--- src/rtl/bfs_pkg.sv ---
package bfs_pkg;

  typedef enum logic [2:0] {
    ST_IDLE,
    ST_DRAIN,
    ST_POST,
    ST_WAIT,
    ST_REL
  } eng_st_t;

  localparam logic [1:0] PH_BAR1 = 2'd0;
  localparam logic [1:0] PH_BAR2 = 2'd1;
  localparam logic [1:0] PH_TAIL = 2'd2;

  function automatic int count_bits(input logic [31:0] v);
    int n;
    n = 0;
    for (int i = 0; i < 32; i++) n += int'(v[i]);
    return n;
  endfunction

endpackage

--- src/rtl/bfs_engine_ctl.sv ---
module bfs_engine_ctl
  import bfs_pkg::*;
(
  input  logic clk,
  input  logic rst,
  input  logic req_i,
  input  logic fence_i,
  input  logic drain_done_i,
  input  logic round_done_i,
  output logic post_o,
  output logic fence_first_o,
  output logic rel_o
);

  eng_st_t    st_q;
  logic       fence_q;
  logic [1:0] phase_q;

  always_ff @(posedge clk) begin
    if (rst) begin
      st_q    <= ST_IDLE;
      fence_q <= 1'b0;
      phase_q <= PH_BAR1;
    end else begin
      case (st_q)
        ST_IDLE: begin
          if (req_i) begin
            fence_q <= fence_i;
            phase_q <= PH_BAR1;
            st_q    <= ST_DRAIN;
          end
        end
        ST_DRAIN: begin
          if (drain_done_i) st_q <= (phase_q == PH_TAIL) ? ST_REL : ST_POST;
        end
        ST_POST: st_q <= ST_WAIT;
        ST_WAIT: begin
          if (round_done_i) begin
            if (fence_q && phase_q == PH_BAR1) begin
              phase_q <= PH_BAR2;
              st_q    <= ST_POST;
            end else if (fence_q && phase_q == PH_BAR2) begin
              phase_q <= PH_TAIL;
              st_q    <= ST_DRAIN;
            end else begin
              st_q <= ST_REL;
            end
          end
        end
        ST_REL:  st_q <= ST_IDLE;
        default: st_q <= ST_IDLE;
      endcase
    end
  end

  assign post_o        = (st_q == ST_POST);
  assign fence_first_o = (st_q == ST_WAIT) && fence_q && (phase_q == PH_BAR1);
  assign rel_o         = (st_q == ST_REL);

endmodule

--- src/rtl/bfs_arrival_ctr.sv ---
module bfs_arrival_ctr #(
  parameter int NUM_IDS = 8,
  parameter int CNT_W   = 8,
  parameter int N       = 5
) (
  input  logic               clk,
  input  logic               rst,
  input  logic [NUM_IDS-1:0] post_i,
  input  logic               rearm_i,
  output logic               done_o,
  output logic [CNT_W-1:0]   cnt_o,
  output logic [CNT_W-1:0]   goal_o
);

  localparam logic [CNT_W-1:0] STEP = CNT_W'(N);

  logic [CNT_W-1:0] cnt_q;
  logic [CNT_W-1:0] goal_q;
  logic [CNT_W-1:0] arrivals;

  always_comb begin
    arrivals = '0;
    for (int i = 0; i < NUM_IDS; i++) arrivals = arrivals + CNT_W'(post_i[i]);
  end

  assign done_o = (cnt_q >= goal_q);

  always_ff @(posedge clk) begin
    if (rst) begin
      cnt_q  <= '0;
      goal_q <= STEP;
    end else if (done_o && rearm_i) begin
      cnt_q  <= '0;
      goal_q <= STEP;
    end else begin
      cnt_q <= cnt_q + arrivals;
      if (done_o) goal_q <= goal_q + STEP;
    end
  end

  assign cnt_o  = cnt_q;
  assign goal_o = goal_q;

endmodule

--- src/rtl/barrier_fence_seq.sv ---
module barrier_fence_seq #(
  parameter int                 NUM_IDS   = 8,
  parameter logic [NUM_IDS-1:0] PART_MASK = 8'h6E,
  parameter int                 CNT_W     = 8
) (
  input  logic               clk,
  input  logic               rst,
  input  logic [NUM_IDS-1:0] req_i,
  input  logic [NUM_IDS-1:0] fence_i,
  input  logic [NUM_IDS-1:0] drain_done_i,
  output logic [NUM_IDS-1:0] rel_o,
  output logic               req_err_o
);

  localparam int N = bfs_pkg::count_bits(32'(PART_MASK));

  logic [NUM_IDS-1:0] post_w;
  logic [NUM_IDS-1:0] ffirst_w;
  logic               done_w;
  logic               rearm_w;
  logic [CNT_W-1:0]   cnt_w;
  logic [CNT_W-1:0]   goal_w;
  logic               err_q;

  for (genvar g = 0; g < NUM_IDS; g++) begin : g_slot
    if (PART_MASK[g]) begin : g_eng
      bfs_engine_ctl u_eng (
        .clk          (clk),
        .rst          (rst),
        .req_i        (req_i[g]),
        .fence_i      (fence_i[g]),
        .drain_done_i (drain_done_i[g]),
        .round_done_i (done_w),
        .post_o       (post_w[g]),
        .fence_first_o(ffirst_w[g]),
        .rel_o        (rel_o[g])
      );
    end else begin : g_off
      assign post_w[g]   = 1'b0;
      assign ffirst_w[g] = 1'b0;
      assign rel_o[g]    = 1'b0;
    end
  end

  assign rearm_w = |ffirst_w;

  bfs_arrival_ctr #(
    .NUM_IDS(NUM_IDS),
    .CNT_W  (CNT_W),
    .N      (N)
  ) u_ctr (
    .clk    (clk),
    .rst    (rst),
    .post_i (post_w),
    .rearm_i(rearm_w),
    .done_o (done_w),
    .cnt_o  (cnt_w),
    .goal_o (goal_w)
  );

  always_ff @(posedge clk) begin
    if (rst) err_q <= 1'b0;
    else     err_q <= |(req_i & ~PART_MASK);
  end

  assign req_err_o = err_q;

endmodule

--- config.mk ---
export PLATFORM = sky130hd
export DESIGN_NAME = barrier_fence_seq
export DESIGN_NICKNAME = d
export VERILOG_FILES = /design/src/rtl/bfs_pkg.sv /design/src/rtl/bfs_engine_ctl.sv /design/src/rtl/bfs_arrival_ctr.sv /design/src/rtl/barrier_fence_seq.sv
export SDC_FILE = /design/constraint.sdc
export NUM_CORES = 1
export LEC_CHECK = 0
export BUFFER_PORTS_ARGS = -buffer_cell sky130_fd_sc_hd__clkbuf_2
export CAP_MARGIN = 40
export CORE_ASPECT_RATIO = 0.75
export CORE_MARGIN = 2
export CORE_UTILIZATION = 53
export DETAILED_ROUTE_END_ITERATION = 8
export PLACE_DENSITY = 0.75
export RECOVER_POWER = 25
export SYNTH_ARGS = -nofsm -noshare
export SYNTH_HDL_FRONTEND = slang
export SYNTH_HIERARCHICAL = 1
export SYNTH_SLANG_ARGS = --single-unit
--- constraint.sdc ---
create_clock -name clk -period 3.5 [get_ports clk]
set_clock_uncertainty 0.2 [all_clocks]
set_input_delay 0.7 -clock clk [delete_from_list [all_inputs] [get_ports clk]]
set_output_delay 0.7 -clock clk [all_outputs]
set_load 0.05 [all_outputs]
======== Word level (Yosys, flattened, before mapping) ========
Index checks and enable logic that the tools add are counted.
word-level totals
  register bits ........................... 47
  bits in latches ......................... 0
  bits in writable memories ............... 0
  memory bits (read-only) ................. 0
  input bits .............................. 26
  output and inout port bits .............. 9
  logic and storage cells ................. 189
  memories ................................ 0
cells by class
  $add $sub $neg .......................... 6
  $mul .................................... 0
  divide/modulo/power cells ............... 0
  magnitude comparators ................... 1
  eq/ne operators ......................... 50
  shift operators ......................... 0
  multiplexer cells ....................... 60
  bitwise gates (word level) .............. 0
  reduce and logical (&&, ||, !) cells .... 54
operators with widths
  kind                   count
  $mux W3                30
  $pmux W3 S4            5
  $mux W2                20
  $eq A3 B2 Y1 const B   10
  $add A8 B1 Y8          3
  $logic_and A1 B1 Y1    21
  $ne A2 B2 Y1 const B   10
  $pmux W2 S2            5
  $reduce_and A4 Y1      5
  $eq A3 B1 Y1 const B   5
  $eq A3 B3 Y1 const B   5
  $logic_not A3 Y1       5
  $ne A3 B1 Y1 const B   5
  $reduce_and A3 Y1      5
  $eq A2 B1 Y1 const B   5
  $eq A2 B2 Y1 const B   5
  $logic_not A2 Y1       5
  $ne A2 B1 Y1 const B   5
  $reduce_and A2 Y1      5
  $reduce_bool A2 Y1     5
  $add A8 B3 Y8 const B  1
  $add A8 B8 Y8          1
  $ge A8 B8 Y1           1
  $reduce_or A5 Y1       1
  3 further kinds        3

======== Longest topological paths before layout ========
  depth in word-level cells ............... 6
  gate-level depth with buffers ........... 14
  mapped depth without buffers ............ 13

======== By module ========
The synthesis kept the hierarchy.
by module, submodules not included
  module             times used  cells an instance  area an instance (um^2)  seq. area each (um^2)
  bfs_engine_ctl     5           43                 374.1                    120.1
  bfs_arrival_ctr    1           140                1192.4                   320.3
  barrier_fence_seq  1           10                 67.6                     20.0

======== Least setup slack after synthesis ========
OpenSTA, ideal clock, no wires.
  path type ............................... flip-flop to flip-flop
  from .................................... register g_slot[3].g_eng.u_eng.st_q[1]
  to ...................................... register u_ctr.cnt_q[6] (netlist: u_ctr/cnt_o[6])
  library setup time ...................... 0.115 ns
  arrival time ............................ 3.033 ns
  required time ........................... 3.185 ns
  path slack .............................. 0.152 ns
  cell stages (with the launch flop) ...... 14
  buffers on the path ..................... 1
  clock period less this slack ............ 3.348 ns
  cells stage by stage .................... dfxtp_1 clkbuf_1 nor3b_1 fa_1 inv_1 fa_1 fa_1 inv_1 fa_1 a21o_1 a21oi_1 o21ai_0 xnor2_1 nor2_1
on the way
  elaborated cells between the ends (all ways) .. 11
  classes of those cells .................. add/sub (4); eq/ne (2); reduce/logical (5)
RTL lines
  item                        RTL line                 RTL
  start, declared             bfs_engine_ctl.sv:15     eng_st_t st_q;
  start signal, assigned      bfs_engine_ctl.sv:34     if (drain_done_i) st_q <= (phase_q == PH_TAIL) ? ST_REL : ST_POST;
  $eq A3 B2 Y1                bfs_engine_ctl.sv:56     assign post_o = (st_q == ST_POST);
  via post_w[3]               barrier_fence_seq.sv:17  logic [NUM_IDS-1:0] post_w;
  $add A8 B1 Y8 (3 in a row)  bfs_arrival_ctr.sv:23    for (int i = 0; i < NUM_IDS; i++) arrivals = arrivals + CNT_W'(post_i[i]);
  $add A8 B8 Y8               bfs_arrival_ctr.sv:36    cnt_q <= cnt_q + arrivals;
  end signal, assigned        bfs_arrival_ctr.sv:36
  end, declared               bfs_arrival_ctr.sv:17    logic [CNT_W-1:0] cnt_q;
The timed path passes the listed nets, and every way through them passes these cells.
A chain may end at the register's enable or synchronous reset.

======== Worst setup path after layout ========
  from .................................... register g_slot[3].g_eng.u_eng.st_q[2]
  to ...................................... register u_ctr.cnt_q[6] (netlist: u_ctr/cnt_o[6])
The elaborated chain is that of the path after synthesis.

==> results.sh <==
export IMPL_status="completed"
export IMPL_crit_type="reg2reg"
export IMPL_grt_pass1_vias=2443
export IMPL_drc=0
export IMPL_fin_nets=444
export IMPL_final_max_slew_viol_count=0
export IMPL_end_kind="flop"
export IMPL_wl_per_cell_um=13.4
export IMPL_cp_max_fo=6
export IMPL_synth_area_leader_cell="dfxtp_1"
export IMPL_drt_antenna_violating_nets=0
export IMPL_layout_drive_gt1_share=0.122
export IMPL_die_w_um=92.7
export IMPL_crit_path_start_kind="flop"
export IMPL_port_buffers=25
export IMPL_rr_worst_depth=12
export IMPL_r2r_start="g_slot[3].g_eng.u_eng/st_q[2]"
export IMPL_start_util=0.543
export IMPL_busiest_layer="met2"
export IMPL_use_met3=0.0341
export IMPL_htree_levels=2
export IMPL_worstSetupEndpoint="u_ctr/cnt_o[6]"
export IMPL_powerDensity_mw_per_mm2=582
export IMPL_dpl_hpwl_mm=4.57
export IMPL_tightest_slew_ns=1.20
export IMPL_yosys_cell_count_top_type="dfxtp_1"
export IMPL_synthFlopType="dfxtp_1"
export IMPL_maxSlewHeadroom=0.202
export IMPL_ys_top_cells_by_area="dfxtp_1, ha_1, nor2_1"
export IMPL_layout_worst_path_cycle_share=0.934
export IMPL_synth_cell_types=45
export IMPL_layout_cells_non_filler=471
export IMPL_critPathRequiredTime_ns=3.50
export IMPL_placeableCoreArea_sq_mm=0.00577
export IMPL_ios=35
export IMPL_met1_usage=0.284
export IMPL_grt_pass1_wl_mm=10.6
export IMPL_clockBufferDepth=2
export IMPL_hold_class="reg2reg"
export IMPL_cts_buffers=5
export IMPL_clkSinkCount=47
export IMPL_rrSetupSlack_ns=0.23
export IMPL_tns_ns=0
export IMPL_arrival_ns=3.27
export IMPL_grt_max_degree=27
export IMPL_clk_latency_ns=0.30
export IMPL_postCtsSetupBuffers=0
export IMPL_cts_tree="built"
export IMPL_fin_crit_ns=3.27
export IMPL_clockRootBuffer="clkbuf_8"
export IMPL_netlist_instances=365
export IMPL_grt_setup_unrepaired="false"
export IMPL_final_fill_count=510
export IMPL_fp_row_count=24
export IMPL_synth_area_sq_mm=0.00313
export IMPL_yosys_warnings=6
export IMPL_total_power_mw=1.98
export IMPL_grt_total_usage=0.197
export IMPL_leakagePower_nw=1.34
export IMPL_timing_hold_ws_ns=0.304
export IMPL_viasPerCell=5.67
export IMPL_die_area_sq_mm=0.00654
export IMPL_rr_endpoint="u_ctr/cnt_o[6]"
export IMPL_cts_clk_slew_worst_paths_ns=0.09
export IMPL_num_vias=2670
export IMPL_grt_util_met2=0.303
export IMPL_place_congestion=0.869
export IMPL_gr_total_overflow=0
export IMPL_ir_drop_uv=625
export IMPL_ys_seq_area_frac=0.301
export IMPL_finalSetupViolCount=0
export IMPL_async_flop_share=0
export IMPL_syn_to_final_growth_pct=8.67
export IMPL_drv_cap=0
export IMPL_ys_seq_elements=47
export IMPL_placed_cells=464
export IMPL_routed_wl_mm=6.31
export IMPL_hold_viol=0
export IMPL_die_h_um=70.6
export IMPL_cts_hold_repair_buffers=0
export IMPL_synth_top_area_frac=0.301
export IMPL_ys_top_cells_by_count="dfxtp_1, nor2_1, a21oi_1, inv_1"
export IMPL_drt_iter0_drc=128
export IMPL_syn_area_per_cell_sq_um=8.58
export IMPL_synth_edf_count=0
export IMPL_fmax_mhz=306
export IMPL_crit_start="g_slot[3].g_eng.u_eng/st_q[2]"
export IMPL_drt_first_pass_iters=4
export IMPL_diodes=0
export IMPL_final_core_util=0.590
export IMPL_antenna_found_initial=0
layout make-up:
| class | count | area, sq um | area share |
|---|---|---|---|
| Sequential cell | 47 | 942 | 0.277 |
| Multi-Input combinational cell | 284 | 2000 | 0.589 |
| Timing Repair Buffer | 32 | 165 | 0.0485 |
| Tap cell | 78 | 97.6 | 0.0287 |
| Inverter | 23 | 91.3 | 0.0268 |
| Clock buffer | 6 | 72.6 | 0.0213 |
| Clock inverter | 1 | 30.0 | 0.00883 |
routing by layer:
layer | share of wire | vias up
li1 | - | 1366
met1 | 0.52 | 1234
met2 | 0.42 | 61
met3 | 0.042 | 9
met4 | 0.013 | 0
met5 | 0 | -
worst min-delay path by stage:
stage                                     start                                to  cells after the start
2_1_floorplan  g_slot[1].g_eng.u_eng/phase_q[1]  g_slot[1].g_eng.u_eng/phase_q[1]                      2
3_3_place_gp                    u_ctr/goal_o[7]                   u_ctr/goal_o[7]                      2
3_5_place_dp   g_slot[5].g_eng.u_eng/phase_q[1]  g_slot[5].g_eng.u_eng/phase_q[1]                      2
4_1_cts        g_slot[1].g_eng.u_eng/phase_q[1]  g_slot[1].g_eng.u_eng/phase_q[1]                      2
5_1_grt           g_slot[2].g_eng.u_eng/st_q[2]     g_slot[2].g_eng.u_eng/st_q[1]                      1
6_report       g_slot[5].g_eng.u_eng/phase_q[1]  g_slot[5].g_eng.u_eng/phase_q[1]                      2
repair_timing:
item / 4_1_cts / 5_1_grt
endpoints found under the hold margin: 0 / 0
resized for setup: 0 / 3
endpoints found under the setup margin: 0 / 2
critical path, cell delays in order (launching register included):
cell and delay [ns]:
dfxtp_1 0.42, nor3b_2 0.08, fa_1 0.51, inv_1 0.05, fa_1 0.51, fa_1 0.17, inv_1 0.06, fa_1 0.42
a21o_1 0.19, a21oi_1 0.22, o21ai_0 0.15, xnor2_1 0.15, nor2_1 0.05
cell families (layout without fill, tap and decap cells):
| logic type | count (synthesis) | count (layout) | share of synthesized area |
|---|---|---|---|
| simple gates | 160 | 160 | 0.309 |
| mux | 10 | 10 | 0.0340 |
| other cells | 1 | 6 | 0.00120 |
| fa+ha+maj | 25 | 25 | 0.110 |
| flops | 47 | 47 | 0.301 |
| buf+inv | 39 | 62 | 0.0663 |
| xor+xnor | 6 | 6 | 0.0168 |
| compound gates | 77 | 77 | 0.163 |
flip-flops by register name, summed over array words and instances, names as in the netlist:
name,flops
g_slot.g_eng.u_eng/fence_q,5
g_slot.g_eng.u_eng/phase_q,10
u_ctr/cnt_o,8
req_err_o,1
u_ctr/goal_o,8
g_slot.g_eng.u_eng/st_q,15
per-stage QoR:
stage	setup WS [ns]	instance area, sq um
after floorplan	0.152	3150
after global placement	0.213	3300
after detailed placement	0.169	3330
after CTS	0.164	3430
after global routing	0.0174	3400
final	0.232	3400
power by group:
part	total (mW)	switching, mW	leakage [nW]	internal (mW)
Clock	0.390	0.181	0.0513	0.210
Combinational	0.902	0.526	0.908	0.376
Sequential	0.689	0.0811	0.384	0.608
cells in the final DEF, fill, tap and decap left out, types with 6 or more instances in the layout:
master	Yosys	routed
dfxtp_1	47	46
nor2_1	43	43
a21oi_1	32	32
inv_1	22	22
nand2_1	21	21
ha_1	21	21
clkbuf_2	0	18
nand2b_1	17	17
nand3b_1	11	11
or4_1	11	11
nor2b_1	10	10
clkbuf_1	6	9
nor3b_1	11	9
nor3_1	7	7
conb_1	1	6
buf_4	3	6
o21ai_0	6	6
Note: power is estimated with default switching activity, not from simulation.
